<file path="config.mk">
export PLATFORM = sky130hd
export DESIGN_NAME = uart_tx_brk
export DESIGN_NICKNAME = d
export VERILOG_FILES = /design/src/rtl/utx_pkg.sv /design/src/rtl/utx_ctrl.sv /design/src/rtl/utx_serial.sv /design/src/rtl/uart_tx_brk.sv
export SDC_FILE = /design/constraint.sdc
export NUM_CORES = 1
export LEC_CHECK = 0
export ABC_AREA = 1
export ABC_CLOCK_PERIOD_IN_PS = 2650
export BUFFER_PORTS_ARGS = -buffer_cell sky130_fd_sc_hd__clkbuf_2
export CORE_AREA = 3 3 81 83
export CTS_CLUSTER_SIZE = 30
export DETAILED_ROUTE_END_ITERATION = 7
export DIE_AREA = 0 0 84 86
export HOLD_SLACK_MARGIN = 0.02
export MAX_ROUTING_LAYER = met4
export PLACE_DENSITY = 0.54
export SYNTH_ARGS = -nofsm -noshare
export SYNTH_HDL_FRONTEND = slang
export SYNTH_SLANG_ARGS = --single-unit
</file>
<file path="constraint.sdc">
create_clock -name clk -period 2.65 [get_ports clk]
set_clock_uncertainty 0.2 [all_clocks]
set_input_delay 0.3975 -clock clk [delete_from_list [all_inputs] [get_ports clk]]
set_output_delay 0.3975 -clock clk [all_outputs]
set_load 0.02 [all_outputs]
</file>
<file path="src/rtl/utx_pkg.sv">
package utx_pkg;
  typedef enum logic [1:0] {
    ST_IDLE,
    ST_CHAR,
    ST_BRK,
    ST_GAP
  } utx_st_e;
endpackage

</file>
<file path="src/rtl/utx_ctrl.sv">
module utx_ctrl #(
  parameter int DATA_W = 8
) (
  input  logic              clk,
  input  logic              rst_n,
  input  logic              clr,
  input  logic              cmd_en,
  input  logic              cmd_dis,
  input  logic              cmd_brk_on,
  input  logic              cmd_brk_off,
  input  logic              in_valid,
  input  logic [DATA_W-1:0] in_data,
  input  logic              take,
  input  logic              boundary,
  input  logic              in_brk,
  output logic              in_ready,
  output logic              en,
  output logic              hold_v,
  output logic [DATA_W-1:0] hold_d,
  output logic              brk_req
);
  // A character may not slip in on the cycle where a requested break launches.
  always_comb in_ready = en & ~hold_v & ~in_brk & ~(brk_req & boundary);

  always_ff @(posedge clk or negedge rst_n) begin
    if (!rst_n) begin
      en      <= 1'b0;
      brk_req <= 1'b0;
      hold_v  <= 1'b0;
      hold_d  <= '0;
    end else if (clr) begin
      en      <= 1'b0;
      brk_req <= 1'b0;
      hold_v  <= 1'b0;
      hold_d  <= '0;
    end else begin
      if (cmd_dis)     en <= 1'b0;
      else if (cmd_en) en <= 1'b1;

      if (cmd_brk_off)               brk_req <= 1'b0;
      else if (cmd_brk_on && en)     brk_req <= 1'b1;

      if (take) begin
        hold_v <= 1'b0;
      end else if (in_valid && in_ready) begin
        hold_v <= 1'b1;
        hold_d <= in_data;
      end
    end
  end


  accept_fills_chk: assert property (@(posedge clk) disable iff (!rst_n)
    (in_valid && in_ready && !clr) |=> hold_v);


  dis_blocks_chk: assert property (@(posedge clk) disable iff (!rst_n)
    (cmd_dis && !clr) |=> !in_ready);


  brk_ignored_chk: assert property (@(posedge clk) disable iff (!rst_n)
    (cmd_brk_on && !en && !brk_req) |=> !brk_req);
endmodule

</file>
<file path="src/rtl/utx_serial.sv">
module utx_serial
  import utx_pkg::*;
#(
  parameter int DATA_W = 8,
  parameter int OVS    = 16
) (
  input  logic              clk,
  input  logic              rst_n,
  input  logic              clr,
  input  logic              tick,
  input  logic              hold_v,
  input  logic [DATA_W-1:0] hold_d,
  input  logic              brk_req,
  output logic              txd,
  output logic              boundary,
  output logic              take,
  output logic              in_brk,
  output logic              idle
);
  localparam int FRAME = DATA_W + 2;
  localparam int CW    = $clog2(OVS);
  localparam int IW    = $clog2(FRAME);
  localparam logic [CW-1:0] CNT_LAST = CW'(OVS - 1);
  localparam logic [IW-1:0] IDX_STOP = IW'(FRAME - 1);

  utx_st_e           st;
  logic [CW-1:0]     cnt;
  logic [IW-1:0]     idx;
  logic [DATA_W-1:0] sh;
  logic              bit_end, go_brk;

  always_comb begin
    bit_end  = tick && (cnt == CNT_LAST);
    boundary = (st == ST_IDLE)
             | ((st == ST_CHAR) & bit_end & (idx == IDX_STOP))
             | ((st == ST_GAP) & bit_end);
    take     = boundary & hold_v;
    go_brk   = boundary & brk_req & ~hold_v;
    in_brk   = (st == ST_BRK);
    idle     = (st == ST_IDLE);
    case (st)
      ST_CHAR: txd = (idx == '0) ? 1'b0 : (idx == IDX_STOP) ? 1'b1 : sh[0];
      ST_BRK:  txd = 1'b0;
      default: txd = 1'b1;
    endcase
  end

  always_ff @(posedge clk or negedge rst_n) begin
    if (!rst_n) begin
      st  <= ST_IDLE;
      cnt <= '0;
      idx <= '0;
      sh  <= '0;
    end else if (clr) begin
      st  <= ST_IDLE;
      cnt <= '0;
      idx <= '0;
      sh  <= '0;
    end else if (take) begin
      st  <= ST_CHAR;
      cnt <= '0;
      idx <= '0;
      sh  <= hold_d;
    end else if (go_brk) begin
      st  <= ST_BRK;
      cnt <= '0;
    end else if (boundary) begin
      st  <= ST_IDLE;
      cnt <= '0;
    end else begin
      case (st)
        ST_CHAR: if (tick) begin
          if (cnt == CNT_LAST) begin
            cnt <= '0;
            idx <= idx + IW'(1);
            if (idx >= IW'(1) && idx <= IW'(DATA_W)) sh <= sh >> 1;
          end else begin
            cnt <= cnt + CW'(1);
          end
        end
        ST_GAP: if (tick) cnt <= cnt + CW'(1);
        ST_BRK: if (!brk_req) begin
          st  <= ST_GAP;
          cnt <= '0;
        end
        default: ;
      endcase
    end
  end


  start_low_chk: assert property (@(posedge clk) disable iff (!rst_n)
    (take && !clr) |=> !txd);


  brk_after_drain_chk: assert property (@(posedge clk) disable iff (!rst_n)
    (st == ST_BRK && $past(st) != ST_BRK) |-> !$past(hold_v));


  stop_marks_chk: assert property (@(posedge clk) disable iff (!rst_n)
    (st == ST_BRK && !brk_req && !clr) |=> (txd && st == ST_GAP));
endmodule

</file>
<file path="src/rtl/uart_tx_brk.sv">
module uart_tx_brk #(
  parameter int DATA_W = 8,
  parameter int OVS    = 16
) (
  input  logic              clk,
  input  logic              rst_n,
  input  logic              tick,
  input  logic              cmd_en,
  input  logic              cmd_dis,
  input  logic              cmd_rst,
  input  logic              cmd_brk_on,
  input  logic              cmd_brk_off,
  input  logic              in_valid,
  input  logic [DATA_W-1:0] in_data,
  output logic              in_ready,
  output logic              tx_empty,
  output logic              txd
);
  logic              en, hold_v, brk_req;
  logic [DATA_W-1:0] hold_d;
  logic              boundary, take, in_brk, idle;

  utx_ctrl #(.DATA_W(DATA_W)) u_ctrl (
    .clk(clk), .rst_n(rst_n), .clr(cmd_rst),
    .cmd_en(cmd_en), .cmd_dis(cmd_dis),
    .cmd_brk_on(cmd_brk_on), .cmd_brk_off(cmd_brk_off),
    .in_valid(in_valid), .in_data(in_data),
    .take(take), .boundary(boundary), .in_brk(in_brk),
    .in_ready(in_ready), .en(en), .hold_v(hold_v),
    .hold_d(hold_d), .brk_req(brk_req)
  );

  utx_serial #(.DATA_W(DATA_W), .OVS(OVS)) u_serial (
    .clk(clk), .rst_n(rst_n), .clr(cmd_rst), .tick(tick),
    .hold_v(hold_v), .hold_d(hold_d), .brk_req(brk_req),
    .txd(txd), .boundary(boundary), .take(take),
    .in_brk(in_brk), .idle(idle)
  );

  always_comb tx_empty = en & ~hold_v & idle;


  empty_marks_chk: assert property (@(posedge clk) disable iff (!rst_n)
    tx_empty |-> (txd && !in_brk));
endmodule

</file>
* Word-level counts from Yosys, hierarchy flattened
Cells that the tools add are included.
Cells by class: add/subtract/negate cells 2, magnitude comparators 2, equality and inequality tests 12, mux-type cells 45, bitwise operators 15, reduce and logical (&&, ||, !) cells 21
Operators with widths (number):
- 2-to-1 mux 8 bit | 11
- 2-to-1 mux 4 bit | 15
- nonzero test 3 bit | 7
- inequality test 6 x 5 -> 1 bit, second input constant | 3
- 2-to-1 mux 2 bit | 6
- case mux 4 bit (3 select lines) | 1
- 2-to-1 mux 1 bit | 11
- AND 1 bit | 10
- adder 4 x 1 -> 4 bit, second input constant | 2
- == test 4 bit, second input constant | 2
- nonzero test 7 bit | 1
- AND reduction 6 bit | 1
- inequality test 5 x 4 -> 1 bit, second input constant | 1
- AND reduction 5 bit | 1
- nonzero test 5 bit | 1
- == test 2 bit, second input constant | 2
- >= comparator 4 x 1 -> 1 bit, second input constant | 1
- <= comparator 4 bit, second input constant | 1
- logical AND 1 bit | 4
- logical NOT 4 bit | 1
- AND reduction 2 bit | 2
- AND reduction 4 bit | 1
- inequality test 3 x 2 -> 1 bit, second input constant | 1
- inequality test 3 bit, second input constant | 1
- other kinds (7) | 10
Word-level totals: flip-flop bits (word level) 29, input port bits 17, output and inout bits 3, word-level logic and storage cells 105

* Depth between registers and ports, before layout
word-level depth 13, gate-level depth with buffers 11, mapped depth without buffers 11

* Hierarchy
From an unflattened synthesis, not the netlist that was laid out.
Second synthesis, totals: cell total of the unflattened synthesis 208, area, all modules 1803.0 µm²
Modules (own cells, without submodules):
- utx_serial | instances 1, cells each 151, area an instance 1241.2 µm², seq. area each 450.4 µm²
- utx_ctrl | instances 1, cells each 55, area an instance 551.8 µm², seq. area each 275.3 µm²
- uart_tx_brk | instances 1, cells each 2, area an instance 10.0 µm², seq. area each 0.0 µm²

* Least setup slack after synthesis
Ideal clock, no wire load.
path type reg2out, start point reg u_serial.cnt[0], end point out in_ready, arrival 1556 ps, data required time 2053 ps, path slack 497 ps, cell stages (with the launch flop) 8, buffers on the path 1, path through dfrtp_1 -> ha_1 -> nand3_2 -> nor2_2 -> nand2_4 -> nand2_8 -> buf_8 -> a21boi_0
Between the ends: cells in the longest elaborated chain, start to end 9, elaborated cells between the ends (all ways) 10, classes of those cells eq/ne (1); bitwise (8); reduce/logical (1)
RTL lines:
- start: declaration | RTL line utx_serial.sv:27 | logic [CW-1:0] cnt;
- start signal: assignment | RTL line utx_serial.sv:78 | cnt <= cnt + CW'(1);
- start signal: assignment | RTL line utx_serial.sv:81 | ST_GAP: if (tick) cnt <= cnt + CW'(1);
- == test 4 bit * | RTL line utx_serial.sv:33 | bit_end = tick && (cnt == CNT_LAST);
- logical AND 1 bit * | RTL line utx_serial.sv:33
- AND 1 bit (2 in series) | RTL line utx_serial.sv:35 | | ((st == ST_CHAR) & bit_end & (idx == IDX_STOP))
- OR 1 bit | RTL line utx_serial.sv:35
- OR 1 bit * | RTL line utx_serial.sv:36 | | ((st == ST_GAP) & bit_end);
- AND 1 bit * | RTL line utx_ctrl.sv:23 | always_comb in_ready = en & ~hold_v & ~in_brk & ~(brk_req & boundary);
- NOT 1 bit * | RTL line utx_ctrl.sv:23
- AND 1 bit * | RTL line utx_ctrl.sv:23
- end: declaration | RTL line uart_tx_brk.sv:15 | output logic in_ready,
Every way passes the cells marked *; elsewhere a longest branch is shown, timed or not.

* Final worst setup path
start point reg u_serial.idx[1], end point out in_ready
Between the ends: cells in the longest elaborated chain, start to end 7
RTL lines:
- start: declaration | RTL line utx_serial.sv:28 | logic [IW-1:0] idx;
- start signal: assignment | RTL line utx_serial.sv:75 | idx <= idx + IW'(1);
- == test 4 bit | RTL line utx_serial.sv:35
- AND 1 bit | RTL line utx_serial.sv:35
- OR 1 bit | RTL line utx_serial.sv:35
- OR 1 bit | RTL line utx_serial.sv:36
- AND 1 bit | RTL line utx_ctrl.sv:23
- NOT 1 bit | RTL line utx_ctrl.sv:23
- AND 1 bit | RTL line utx_ctrl.sv:23
No other way between the ends.

==> results by group <==
STA
  • Setup ws final: approximately 0.4 ns
  • RSZ-0062 raised after global routing: false
  • F_max: 0.443 GHz
  • Endpoints failing setup: 0
  • Setup TNS: 0 ns
  • Slew HR: roughly half
  • Worst hold slack: approximately 0.064 ns
  • Measured slew at the worst slew-check pin: around 0.74 ns
  • Final Max Tran Viols: 0
  • Crit path time final: around 2.3 ns
  • Final Hold Viols: 0
  • Final worst path period share: between 80% and 90%

Logic synthesis
  • Avg Cell Area, Syn: around 7.7 µm²
  • Post-synthesis sequential area ratio: 41.3%
  • Yosys warning count: 0
  • Most common cell in the netlist: nand2_1
  • Primary FF master, synth: dfrtp_1
  • Register bit total from synthesis: 29
  • Post-synth ARST share: 100%
  • Mapped Nets: 250
  • Top post-synthesis cells by area: dfrtp_1 (41%), nand2_1 (15%), nand3_1 (6.8%)
  • Synth area leader: dfrtp_1
  • Post-synth top area share: between 40% and 50%
  • Post-Syn Instances: 229
  • Unique cell type count in the Yosys netlist: 31
  • EDFF count, synth: 0
  • Netlist Area Pre-Place: between 0.0015 and 0.002 mm²
  • Synth cell count leaders: nand2_1 (68), dfrtp_1 (29), inv_1 (24), nand3_1 (24), nor2_1 (21)

Cells and area
  • # diodes: 0
  • Share of cells above drive strength 1: approximately 20%
  • Non-Filler Instances: 327
  • Final nets: about 270
  • Area Growth Syn to Fin: 15.1%

Placement
  • Hpwl dp: 2630 µm
  • Placed cell count: 318
  • Input/output buffers: 19
  • Placement Setup Slack: 0.670 ns
  • GPL Wtd Cong: 0.775

Power and ir drop
  • Max VDD drop: 0.310 mV
  • Gate power share: 27.6%
  • Sw Pwr: 0.454 mW
  • Final Total Pwr: roughly 1.3 mW
  • Pwr dens: 638 mW/mm²
  • Flop pwr share: 41.2%
  • Pint: 0.835 mW
  • Pleak: 1.10 nW
  • Switching share of power: 35.2%
  • Clock Power Share: between 30% and 40%

Critical path
  • Bufs and invs on worst path: 2
  • Setup crit end kind: primary output
  • Largest delay share family, worst path: flip-flops
  • CP cell instances: inv_1 -> ha_1 -> nand3_2 -> nand2_2 -> nand2_4 -> nand2_8 -> a21boi_0 -> clkbuf_2
  • Critical path arrival: approximately 1.7 ns
  • Critical path's slowest cell: dfrtp_1
  • Crit path kind: flop to primary output
  • CP peak stage delay: 0.37 ns
  • Critical Path Fanout Max: 16
  • CP Data Required Time: 2.05 ns
  • Crit path launch type: flop

Detailed routing
  • Total wire length: around 3600 µm
  • Wire per inst: roughly 11 µm
  • Vias/cell: approximately 4.4
  • Initial DRC Count: 70
  • First-pass DRT Iterations: 4
  • Final ANT Viol Nets: 0
  • Drt drc: 0
  • Via Count: 1,429

Global route
  • First-pass GRT wire length: approximately 6400 µm
  • Vias in the first global route: between 1,000 and 1,500
  • Largest net degree at the start of global routing: 30
  • Initial antenna violation count: 0
  • Total GRT Usage: approximately 11%
  • Overflow after GRT: 0

Clock network
  • CTS tree: yes
  • Root Buffer: clkbuf_8
  • Inserted Clock Buffers: 5
  • Clock sink count: 29
  • CTS clk-pin slew, worst paths: ~0.060 ns
  • Clock latency on the worst-skew pair: 0.28 ns
  • Clock H-tree levels: 2
  • Clock Path Buffers: 2

Floorplan
  • Row cnt: 28
  • CORE AREA: roughly 0.0059 mm²
  • Die H: ~86 µm
  • I/O pins: 20
  • Starting Density: 29.6%
  • Die Span X: ~84 µm
  • Die ar.: 0.00722 mm²

Hold path
  • Worst hold path type: input pin to flop

Status
  • Status: finished clean

Run
  • MaxCap Viol Count: 0
==> power groups by stage <==
| stage | registers (mW) | clock network (mW) | logic (mW) |
|---|---|---|---|
| after floorplan | 0.527 | 0 | 0.305 |
| after global placement | 0.539 | 0 | 0.358 |
| after detailed placement | 0.539 | 0 | 0.358 |
| after CTS | 0.531 | 0.416 | 0.361 |
| after global routing | 0.536 | 0.446 | 0.402 |
| final | 0.531 | 0.401 | 0.356 |
==> layout by cell type, fill, tap and decap left out, types with 3 or more instances in the layout <==
master and instances:
nand2_2 5, nand2_4 4, ha_1 4, nand3_1 24, clkbuf_2 19, inv_2 5, inv_1 24, nor2_1 21
nand4_1 9, clkbuf_8 7, dfrtp_1 29, o21ai_0 3, a21oi_1 5, nand2_1 68, nor3_1 4
==> worst register-to-register path, stage by stage, from the launching register on <==
cell and delay (ns):
dfrtp_1 0.40, inv_1 0.10, ha_1 0.18, nand3_2 0.12
nand2_2 0.10, nand2_4 0.07, nand2_8 0.13, nand2_4 0.11
nand3_4 0.13, inv_2 0.09, nand2_1 0.06, nand2_1 0.05
==> metrics by stage <==
step	instance area, µm²	util (%)
4_1_cts	2020	34.1
2_1_floorplan	1760	-
3_3_place_gp	1910	32.2
5_1_grt	2020	34.1
3_5_place_dp	1910	32.2
6_report	2020	34.1
==> final timing paths <==
check                                startpoint          endpoint  slack [ns]  cells past startpoint
max in group asynchronous                 rst_n    u_serial.sh[6]        1.27                      2
min in group asynchronous                 rst_n  u_ctrl.hold_d[3]        0.51                      2
worst max register to register  u_serial.idx[1]    u_serial.sh[6]        0.80                     11
worst min register to register   u_serial.sh[7]    u_serial.sh[7]        0.28                      2
worst max-delay path            u_serial.idx[1]          in_ready        0.39                      8
worst min-delay path                    cmd_dis         u_ctrl.en        0.06                      2
==> final cells by class <==
type	count	area [µm²]
timing repair buffer	21	113
tap	75	93.8
sequential	29	726
clock inverter	1	5.00
multi-input combinational	165	878
clock buffer	7	96.3
fill	629	3900
inverter	29	109
==> registers in the layout, indices dropped and copies added (netlist names) <==
signal          count
u_serial.cnt        4
u_ctrl.hold_d       8
u_serial.idx        4
u_serial.st         2
u_ctrl.en           1
u_serial.sh         8
u_ctrl.hold_v       1
u_ctrl.brk_req      1
==> what timing repair did <==
action                    CTS  global route
hold endpoints to repair   28             0
hold buffers                1             0
gates resized for setup     0             0
setup buffers               0             0
==> cells by family (layout without fill, tap and decap cells) <==
group	Yosys count	in the layout	share of synthesized area (%)
fa+ha+maj	4	4	2.85
flops	29	29	41.3
buf+inv	35	58	8.62
xor+xnor	3	3	1.50
simple gates	146	146	42.1
compound gates	12	12	3.63
==> layer usage <==
layer / vias up / global-route usage [%] / share of wire [%] / wire (µm)
met4: 0 / 3.95 / 1.4 / 51
met1: 618 / 14.3 / 49 / 1770
met2: 30 / 16.9 / 45 / 1610
met3: 6 / 4.42 / 4.5 / 163
met5: - / - / 0 / 0
li1: 775 / - / - / -
(Power assumes the default switching activity.)
